[src/rtl/pcr_pkg.sv]
package pcr_pkg;
  localparam int AW = 5;
  typedef logic [AW-1:0] rnum_t;

  localparam rnum_t RN_PSTATE  = 5'h00;
  localparam rnum_t RN_TBA     = 5'h01;
  localparam rnum_t RN_TL      = 5'h02;
  localparam rnum_t RN_PIL     = 5'h03;
  localparam rnum_t RN_HPSTATE = 5'h04;
  localparam rnum_t RN_STRAND  = 5'h05;
  localparam rnum_t RN_FPRS    = 5'h06;
  localparam rnum_t RN_TPC     = 5'h08;
  localparam rnum_t RN_TNPC    = 5'h09;
  localparam rnum_t RN_TSTATE  = 5'h0A;
  localparam rnum_t RN_TTYPE   = 5'h0B;
  localparam rnum_t RN_HTSTATE = 5'h0C;
  localparam int    SCR_BASE   = 16;

  localparam int TLW  = 3;
  localparam int PILW = 4;
  localparam int TTW  = 9;

  localparam int HP_TLZ_BIT   = 0;
  localparam int HP_PRIV_BIT  = 2;
  localparam int HP_RESET_BIT = 11;

  localparam logic [63:0] PSTATE_KEEP = 64'h0000_0000_0000_13DE;
  localparam int          TBA_ZBITS   = 15;
  localparam logic [63:0] STRAND_RST  = 64'h0000_0000_0005_0000;

  typedef enum logic [2:0] {
    TS_PC, TS_NPC, TS_STATE, TS_TYPE, TS_HSTATE, TS_NONE
  } ts_sel_e;
endpackage

[src/rtl/pcr_ctrl_regs.sv]
module pcr_ctrl_regs
  import pcr_pkg::*;
#(
  parameter int DW = 64
) (
  input  logic           clk_i,
  input  logic           rst_ni,
  input  logic           we_i,
  input  rnum_t          addr_i,
  input  logic [DW-1:0]  wdata_i,
  output logic [DW-1:0]  rdata_o,
  output logic           hit_o,
  output logic [TLW-1:0] tl_o,
  output logic           tlz_irq_o
);
  localparam logic [DW-1:0] KEEP     = DW'(PSTATE_KEEP);
  localparam logic [DW-1:0] TBA_MASK = {DW{1'b1}} << TBA_ZBITS;
  localparam logic [DW-1:0] HP_RST   = DW'(1) << HP_RESET_BIT;
  localparam logic [DW-1:0] ST_RST   = DW'(STRAND_RST);

  logic [DW-1:0]   pstate_q, tba_q, hpstate_q, strand_q, fprs_q;
  logic [TLW-1:0]  tl_q;
  logic [PILW-1:0] pil_q;
  logic            irq_q;
  logic            tl_wr;

  assign tl_wr = we_i && (addr_i == RN_TL);

  always_ff @(posedge clk_i or negedge rst_ni) begin
    if (!rst_ni) begin
      pstate_q  <= '0;
      tba_q     <= '0;
      tl_q      <= '0;
      pil_q     <= '0;
      hpstate_q <= HP_RST;
      strand_q  <= ST_RST;
      fprs_q    <= '0;
    end else if (we_i) begin
      case (addr_i)
        RN_PSTATE:  pstate_q  <= wdata_i & KEEP;
        RN_TBA:     tba_q     <= wdata_i & TBA_MASK;
        RN_TL:      tl_q      <= wdata_i[TLW-1:0];
        RN_PIL:     pil_q     <= wdata_i[PILW-1:0];
        RN_HPSTATE: hpstate_q <= wdata_i;
        RN_STRAND:  strand_q  <= wdata_i;
        RN_FPRS:    fprs_q    <= wdata_i;
        default: ;
      endcase
    end
  end

  // request follows the enable bits held at the time of the trap-level write
  always_ff @(posedge clk_i or negedge rst_ni) begin
    if (!rst_ni) irq_q <= 1'b0;
    else if (tl_wr)
      irq_q <= (wdata_i[TLW-1:0] == '0) && hpstate_q[HP_TLZ_BIT] && !hpstate_q[HP_PRIV_BIT];
  end

  always_comb begin
    hit_o   = 1'b1;
    rdata_o = '0;
    case (addr_i)
      RN_PSTATE:  rdata_o = pstate_q;
      RN_TBA:     rdata_o = tba_q;
      RN_TL:      rdata_o = DW'(tl_q);
      RN_PIL:     rdata_o = DW'(pil_q);
      RN_HPSTATE: rdata_o = hpstate_q;
      RN_STRAND:  rdata_o = strand_q;
      RN_FPRS:    rdata_o = fprs_q | DW'(3);
      default:    hit_o   = 1'b0;
    endcase
  end

  assign tl_o      = tl_q;
  assign tlz_irq_o = irq_q;

  p_pstate_mask_r3: assert property (@(posedge clk_i) disable iff (!rst_ni)
    (we_i && addr_i == RN_PSTATE) |=> (pstate_q == ($past(wdata_i) & KEEP)));
  p_tba_low_r4: assert property (@(posedge clk_i) disable iff (!rst_ni)
    (we_i && addr_i == RN_TBA) |=> (tba_q[TBA_ZBITS-1:0] == '0) &&
      (tba_q[DW-1:TBA_ZBITS] == $past(wdata_i[DW-1:TBA_ZBITS])));
  p_fprs_rd_r5: assert property (@(posedge clk_i) disable iff (!rst_ni)
    (addr_i == RN_FPRS) |-> (rdata_o[1:0] == 2'b11));
  p_tlz_rise_r9: assert property (@(posedge clk_i) disable iff (!rst_ni)
    $rose(tlz_irq_o) |-> $past(tl_wr));
  p_tlz_clr_r10: assert property (@(posedge clk_i) disable iff (!rst_ni)
    (tl_wr && wdata_i[TLW-1:0] != '0) |=> !tlz_irq_o);
  p_tlz_hold_r10: assert property (@(posedge clk_i) disable iff (!rst_ni)
    !tl_wr |=> $stable(tlz_irq_o));
endmodule

[src/rtl/pcr_trap_stack.sv]
module pcr_trap_stack
  import pcr_pkg::*;
#(
  parameter int DW     = 64,
  parameter int MAX_TL = 6
) (
  input  logic           clk_i,
  input  logic           rst_ni,
  input  logic           we_i,
  input  rnum_t          addr_i,
  input  logic [DW-1:0]  wdata_i,
  input  logic [TLW-1:0] tl_i,
  output logic [DW-1:0]  rdata_o,
  output logic           hit_o,
  output logic           lvl_err_o
);
  localparam int IW = (MAX_TL > 1) ? $clog2(MAX_TL) : 1;

  ts_sel_e        sel;
  logic           lvl_ok;
  logic [IW-1:0]  idx;
  logic [DW-1:0]  pc_q  [MAX_TL];
  logic [DW-1:0]  npc_q [MAX_TL];
  logic [DW-1:0]  st_q  [MAX_TL];
  logic [DW-1:0]  hst_q [MAX_TL];
  logic [TTW-1:0] tt_q  [MAX_TL];

  always_comb begin
    case (addr_i)
      RN_TPC:     sel = TS_PC;
      RN_TNPC:    sel = TS_NPC;
      RN_TSTATE:  sel = TS_STATE;
      RN_TTYPE:   sel = TS_TYPE;
      RN_HTSTATE: sel = TS_HSTATE;
      default:    sel = TS_NONE;
    endcase
  end

  assign hit_o     = (sel != TS_NONE);
  assign lvl_ok    = (tl_i != '0) && (int'(tl_i) <= MAX_TL);
  assign lvl_err_o = hit_o && !lvl_ok;
  assign idx       = IW'(tl_i - TLW'(1));

  always_ff @(posedge clk_i or negedge rst_ni) begin
    if (!rst_ni) begin
      for (int l = 0; l < MAX_TL; l++) begin
        pc_q[l]  <= '0;
        npc_q[l] <= '0;
        st_q[l]  <= '0;
        hst_q[l] <= '0;
        tt_q[l]  <= '0;
      end
    end else if (we_i && lvl_ok) begin
      case (sel)
        TS_PC:     pc_q[idx]  <= wdata_i;
        TS_NPC:    npc_q[idx] <= wdata_i;
        TS_STATE:  st_q[idx]  <= wdata_i;
        TS_TYPE:   tt_q[idx]  <= wdata_i[TTW-1:0];
        TS_HSTATE: hst_q[idx] <= wdata_i;
        default: ;
      endcase
    end
  end

  always_comb begin
    rdata_o = '0;
    if (lvl_ok) begin
      case (sel)
        TS_PC:     rdata_o = pc_q[idx];
        TS_NPC:    rdata_o = npc_q[idx];
        TS_STATE:  rdata_o = st_q[idx];
        TS_TYPE:   rdata_o = DW'(tt_q[idx]);
        TS_HSTATE: rdata_o = hst_q[idx];
        default:   rdata_o = '0;
      endcase
    end
  end

  p_stack_wr_r6: assert property (@(posedge clk_i) disable iff (!rst_ni)
    (we_i && sel == TS_PC && lvl_ok) |=> (pc_q[$past(idx)] == $past(wdata_i)));
  p_stack_rd_r7: assert property (@(posedge clk_i) disable iff (!rst_ni)
    lvl_err_o |-> (rdata_o == '0));
endmodule

[src/rtl/pcr_bank.sv]
module pcr_bank
  import pcr_pkg::*;
#(
  parameter int DW   = 64,
  parameter int N    = 8,
  parameter int BASE = 16
) (
  input  logic          clk_i,
  input  logic          rst_ni,
  input  logic          we_i,
  input  rnum_t         addr_i,
  input  logic [DW-1:0] wdata_i,
  output logic [DW-1:0] rdata_o,
  output logic          hit_o
);
  localparam int OW = (N > 1) ? $clog2(N) : 1;

  logic [OW-1:0] off;
  logic [DW-1:0] ent [N];

  assign hit_o = (int'(addr_i) >= BASE) && (int'(addr_i) < BASE + N);
  assign off   = OW'(addr_i - AW'(BASE));

  for (genvar i = 0; i < N; i++) begin : g_ent
    logic [DW-1:0] q;
    always_ff @(posedge clk_i or negedge rst_ni) begin
      if (!rst_ni) q <= '0;
      else if (we_i && hit_o && off == OW'(i)) q <= wdata_i;
    end
    assign ent[i] = q;
  end

  assign rdata_o = hit_o ? ent[off] : '0;

  // serves scratchpads and queue pointers
  p_bank_wr_r11: assert property (@(posedge clk_i) disable iff (!rst_ni)
    (we_i && hit_o) |=> (ent[$past(off)] == $past(wdata_i)));
endmodule

[src/rtl/pcr_file.sv]
module pcr_file
  import pcr_pkg::*;
#(
  parameter int DW     = 64,
  parameter int MAX_TL = 6,
  parameter int N_SCR  = 8,
  parameter int N_QUE  = 4
) (
  input  logic          clk_i,
  input  logic          rst_ni,
  input  logic [AW-1:0] addr_i,
  input  logic          we_i,
  input  logic [DW-1:0] wdata_i,
  output logic [DW-1:0] rdata_o,
  output logic          err_o,
  output logic          tlz_irq_o
);
  localparam int N_QPTR   = 2 * N_QUE;
  localparam int QUE_BASE = SCR_BASE + N_SCR;

  logic [DW-1:0]  c_rd, s_rd, sc_rd, q_rd;
  logic           c_hit, s_hit, sc_hit, q_hit, s_lvl_err;
  logic [TLW-1:0] tl;

  pcr_ctrl_regs #(.DW(DW)) i_ctrl (
    .clk_i, .rst_ni, .we_i, .addr_i, .wdata_i,
    .rdata_o(c_rd), .hit_o(c_hit), .tl_o(tl), .tlz_irq_o
  );

  pcr_trap_stack #(.DW(DW), .MAX_TL(MAX_TL)) i_stack (
    .clk_i, .rst_ni, .we_i, .addr_i, .wdata_i, .tl_i(tl),
    .rdata_o(s_rd), .hit_o(s_hit), .lvl_err_o(s_lvl_err)
  );

  pcr_bank #(.DW(DW), .N(N_SCR), .BASE(SCR_BASE)) i_scratch (
    .clk_i, .rst_ni, .we_i, .addr_i, .wdata_i,
    .rdata_o(sc_rd), .hit_o(sc_hit)
  );

  pcr_bank #(.DW(DW), .N(N_QPTR), .BASE(QUE_BASE)) i_queue (
    .clk_i, .rst_ni, .we_i, .addr_i, .wdata_i,
    .rdata_o(q_rd), .hit_o(q_hit)
  );

  assign err_o   = !(c_hit || s_hit || sc_hit || q_hit) || s_lvl_err;
  assign rdata_o = err_o ? '0 : (c_rd | s_rd | sc_rd | q_rd);

  p_err_zero_r8: assert property (@(posedge clk_i) disable iff (!rst_ni)
    err_o |-> (rdata_o == '0));
  p_one_owner_r1: assert property (@(posedge clk_i) disable iff (!rst_ni)
    $countones({c_hit, s_hit, sc_hit, q_hit}) <= 1);
endmodule

[config.mk]
export PLATFORM = sky130hd
export DESIGN_NAME = pcr_file
export DESIGN_NICKNAME = d
export VERILOG_FILES = /design/src/rtl/pcr_pkg.sv /design/src/rtl/pcr_ctrl_regs.sv /design/src/rtl/pcr_trap_stack.sv /design/src/rtl/pcr_bank.sv /design/src/rtl/pcr_file.sv
export SDC_FILE = /design/constraint.sdc
export NUM_CORES = 2
export LEC_CHECK = 0
export BUFFER_PORTS_ARGS = -buffer_cell sky130_fd_sc_hd__buf_2
export CAP_MARGIN = 15
export CORE_UTILIZATION = 25
export CTS_CLUSTER_SIZE = 20
export DETAILED_ROUTE_END_ITERATION = 6
export GPL_TIMING_DRIVEN = 0
export SLEW_MARGIN = 20
export SYNTH_ARGS = -nofsm -noshare
export SYNTH_HDL_FRONTEND = slang
export SYNTH_SLANG_ARGS = --single-unit
[constraint.sdc]
create_clock -name clk_i -period 4.7 [get_ports clk_i]
set_input_delay 0.705 -clock clk_i [delete_from_list [all_inputs] [get_ports clk_i]]
set_output_delay 0.705 -clock clk_i [all_outputs]
set_load 0.02 [all_outputs]
==> metrics.cfg <==
[setup_path]
critical_path_class=in -> out
cp-start-kind=input pin
cp_slowest_cell=buf_2
slowest_delay_ns=0.84
worst_setup_path_end_kind=output pin
worst_ep_arrival_time_ns=5.41
crit_path_frequent_cell=buf_2
crit_buf_inv=5
cp_cell_sequence=buf_2, buf_2, and2b_1, nand2_1, buf_2, buf_2, o22ai_4, o31ai_4, nand4_1, buf_4
required_ns=3.99
crit_fanout=10
crit_family=buffers and inverters

[sta]
setup_slack_ns=-1.42
tightest_slew_ns=1.30
setup_viol=65
finalCritPeriodShare_pct=130
final_hold_viol_count=0
slew_headroom_pct=13.1
period_needed_ns=6.12
max_freq_mhz=163
rsz0062_at_grt=true
slew_viol_final=0
clock_skew_ns=0.0331

[clocking]
cts_sinks=2870
htreeDepth=5
cts_inserted_buffers=318
worstSkewPairLatency_ns=0.99
cts_tree=done
clk_pin_slew_worst_paths_ns=0.06
root_buffer=clkbuf_16
clockBufferDepth=4

[global_routing]
grt_max_degree=135
gr-total-overflow=0
grt_pass1_vias=91400
gr-usage-all-layers_pct=25.2
grt_pass1_wl_um=896000
antenna_found_initial=157

[floorplan]
rows=266
die_area_mm2=0.529
chipWidth_um=727
die_height_um=727
fp.coreArea_mm2=0.525
ios=138
initial_core_util_pct=25.1

[synthesis]
synth_top_area_share_pct=54.5
yosysSeqAreaShare_pct=54.6
netlist_instances=9035
syn_area_mm2=0.132
avgSynthCellArea_um2=14.6
synth_common_cells=2,867 x dfrtp_1, 2,783 x mux2_2, 383 x clkbuf_1, 362 x mux4_2, 278 x buf_2
synth_edf_count=0
synth_warnings=0
synthTopCellsByArea=dfrtp_1 55%, mux2_2 24%, mux4_2 6.2%, mux2i_1 1.9%, mux2_1 1.6%
synth_cell_types=83
syn-num-nets=9110
ys_seq_elements=2870
async_reset_ff_share_pct=100
yosysTopAreaCell=dfrtp_1
synth_ff_type=dfrtp_1
synth_most_common_cell=dfrtp_1

[placement]
io_buffers=128
gp_congestion=1.04
dp_hpwl_um=473000
pre_cts_ws_ns=-4.68
dp_cells=16300

[power]
p_switching_uw=29500
combPwrFrac_pct=32.6
peakVddDrop_uv=380
p_int_uw=51700
power_density_mw_per_mm2=493
power_leakage_uw=0.0744
switching_share_pct=36.3
p_clk_share_pct=32.2
seqPwrFrac_pct=35.2

[drt]
vias=97800
postRouteAntennaNets=0
via_per_inst=5.68
avgRoutedWirePerCell_um=40.0
drcViolationCount=1
wirelength_um=689000
dr.pass1.iters=7
drtIter0Drc=14500

[cells_and_area]
area_growth_pct=25.3
stdcell_count=17200
nNetsFinal=9991
drive_gt1_share_pct=52.2

[run_status]
violations=DRC, setup timing
status=finished, violations left

[min_path]
hold_class=in -> reg

[run]
cap_violations=0

power groups by stage:
stage | Sequential [uW] | Clock [uW] | Combinational, uW
global placement | 29100 | 0 | 17700
finish | 28600 | 26200 | 26500
global route | 28900 | 27000 | 25500
CTS | 28500 | 26100 | 23400
floorplan | 28500 | 0 | 7920
detailed placement | 29000 | 0 | 18600
sequential cells by signal (all words and copies together) (netlist names):
signal / count
i_stack.npc_q: 384
i_ctrl.tba_q: 49
i_stack.pc_q: 384
i_queue.g_ent.q: 512
i_stack.hst_q: 384
i_ctrl.fprs_q: 62
i_stack.st_q: 384
i_ctrl.pil_q: 4
i_ctrl.pstate_q: 9
i_ctrl.hpstate_q: 64
i_scratch.g_ent.q: 512
i_ctrl.tlz_irq_o: 1
i_ctrl.tl_o: 3
i_stack.tt_q: 54
i_ctrl.strand_q: 64
metal layers:
layer  global-route usage [%]  wire, um  part of all wire (%)
met5                    0.354      1400                  0.20
met4                     18.3     62500                   9.1
met2                     33.5    268000                    39
met3                     12.3     99300                    14
met1                     31.4    258000                    37
final timing paths:
check	start	to	slack (ns)	depth (start not counted)
max in group asynchronous	rst_ni	i_scratch.g_ent[4].q[51]	0.50	9
hold reg to reg	i_stack.st_q[83]	i_stack.st_q[83]	0.48	1
setup reg to reg	i_ctrl.tl_o[0]	i_stack.hst_q[30]	-0.03	14
hold / removal	wdata_i[32]	i_queue.g_ent[5].q[32]	0.15	2
min in group asynchronous	rst_ni	i_stack.tt_q[53]	0.32	2
setup / recovery	addr_i[1]	rdata_o[8]	-1.42	10
cell families (layout without fill, tap and decap cells):
group / after synthesis / in the layout / synth area share [%]
AOI/OAI and AO/OA: 986 / 986 / 5.25
adders and majority gates: 4 / 4 / 0.0361
muxes: 3586 / 3586 / 33.5
xor gates and xnor gates: 2 / 2 / 0.0333
buffers and inverters: 908 / 2035 / 3.71
and+or+nand+nor: 679 / 679 / 2.84
other: 0 / 103 / 0
DFF: 2870 / 2870 / 54.6
cell usage in the layout, fill, tap and decap left out, types with 73 or more instances in the layout:
cell type,n
dfrtp_1,2867
mux2_2,2779
clkbuf_1,384
mux4_2,362
clkbuf_16,338
buf_4,256
buf_2,253
mux2i_1,250
buf_6,248
mux2_1,185
nor2_1,165
buf_12,124
buf_16,123
o22ai_1,106
diode_2,103
nor3_1,102
a22oi_1,100
nand2_1,90
o21ai_0,83
a21oi_1,78
clkbuf_8,73
area by class of cell:
| class | instances | area, um2 |
|---|---|---|
| Inverter | 11 | 50.0 |
| Multi-Input combinational cell | 5257 | 58400 |
| Fill cell | 52000 | 360000 |
| Buffer | 889 | 7720 |
| Antenna cell | 103 | 258 |
| Clock buffer | 471 | 9200 |
| Tap cell | 6968 | 8720 |
| Timing Repair Buffer | 569 | 7280 |
| Clock inverter | 95 | 1410 |
| Sequential cell | 2870 | 71800 |
per-stage QoR:
stage / area (um2) / TNS, ns / hold slack, ns / util (%) / power [uW]
3_5_place_dp: 144000 / -2343.46 / 0.470 / 27.4 / 47600
5_1_grt: 165000 / -58.66 / 0.137 / 31.4 / 81400
6_report: 165000 / -59.92 / 0.146 / 31.4 / 81200
2_1_floorplan: 132000 / 0 / 0.409 / - / 36400
3_3_place_gp: 141000 / - / 0.461 / 26.9 / 46800
4_1_cts: 163000 / -57.22 / 0.100 / 31.0 / 78100
timing repair:
action / 4_1_cts / 5_1_grt
endpoints found under the hold margin: 41 / 0
resized for setup: 1326 / 353
gates cloned: 5 / 3
hold buffers: 1 / 0
buffers inserted: 217 / 122
setup endpoints to repair: 1655 / 179
pin swaps: 211 / 220
Power figures use the tool's default switching activity.
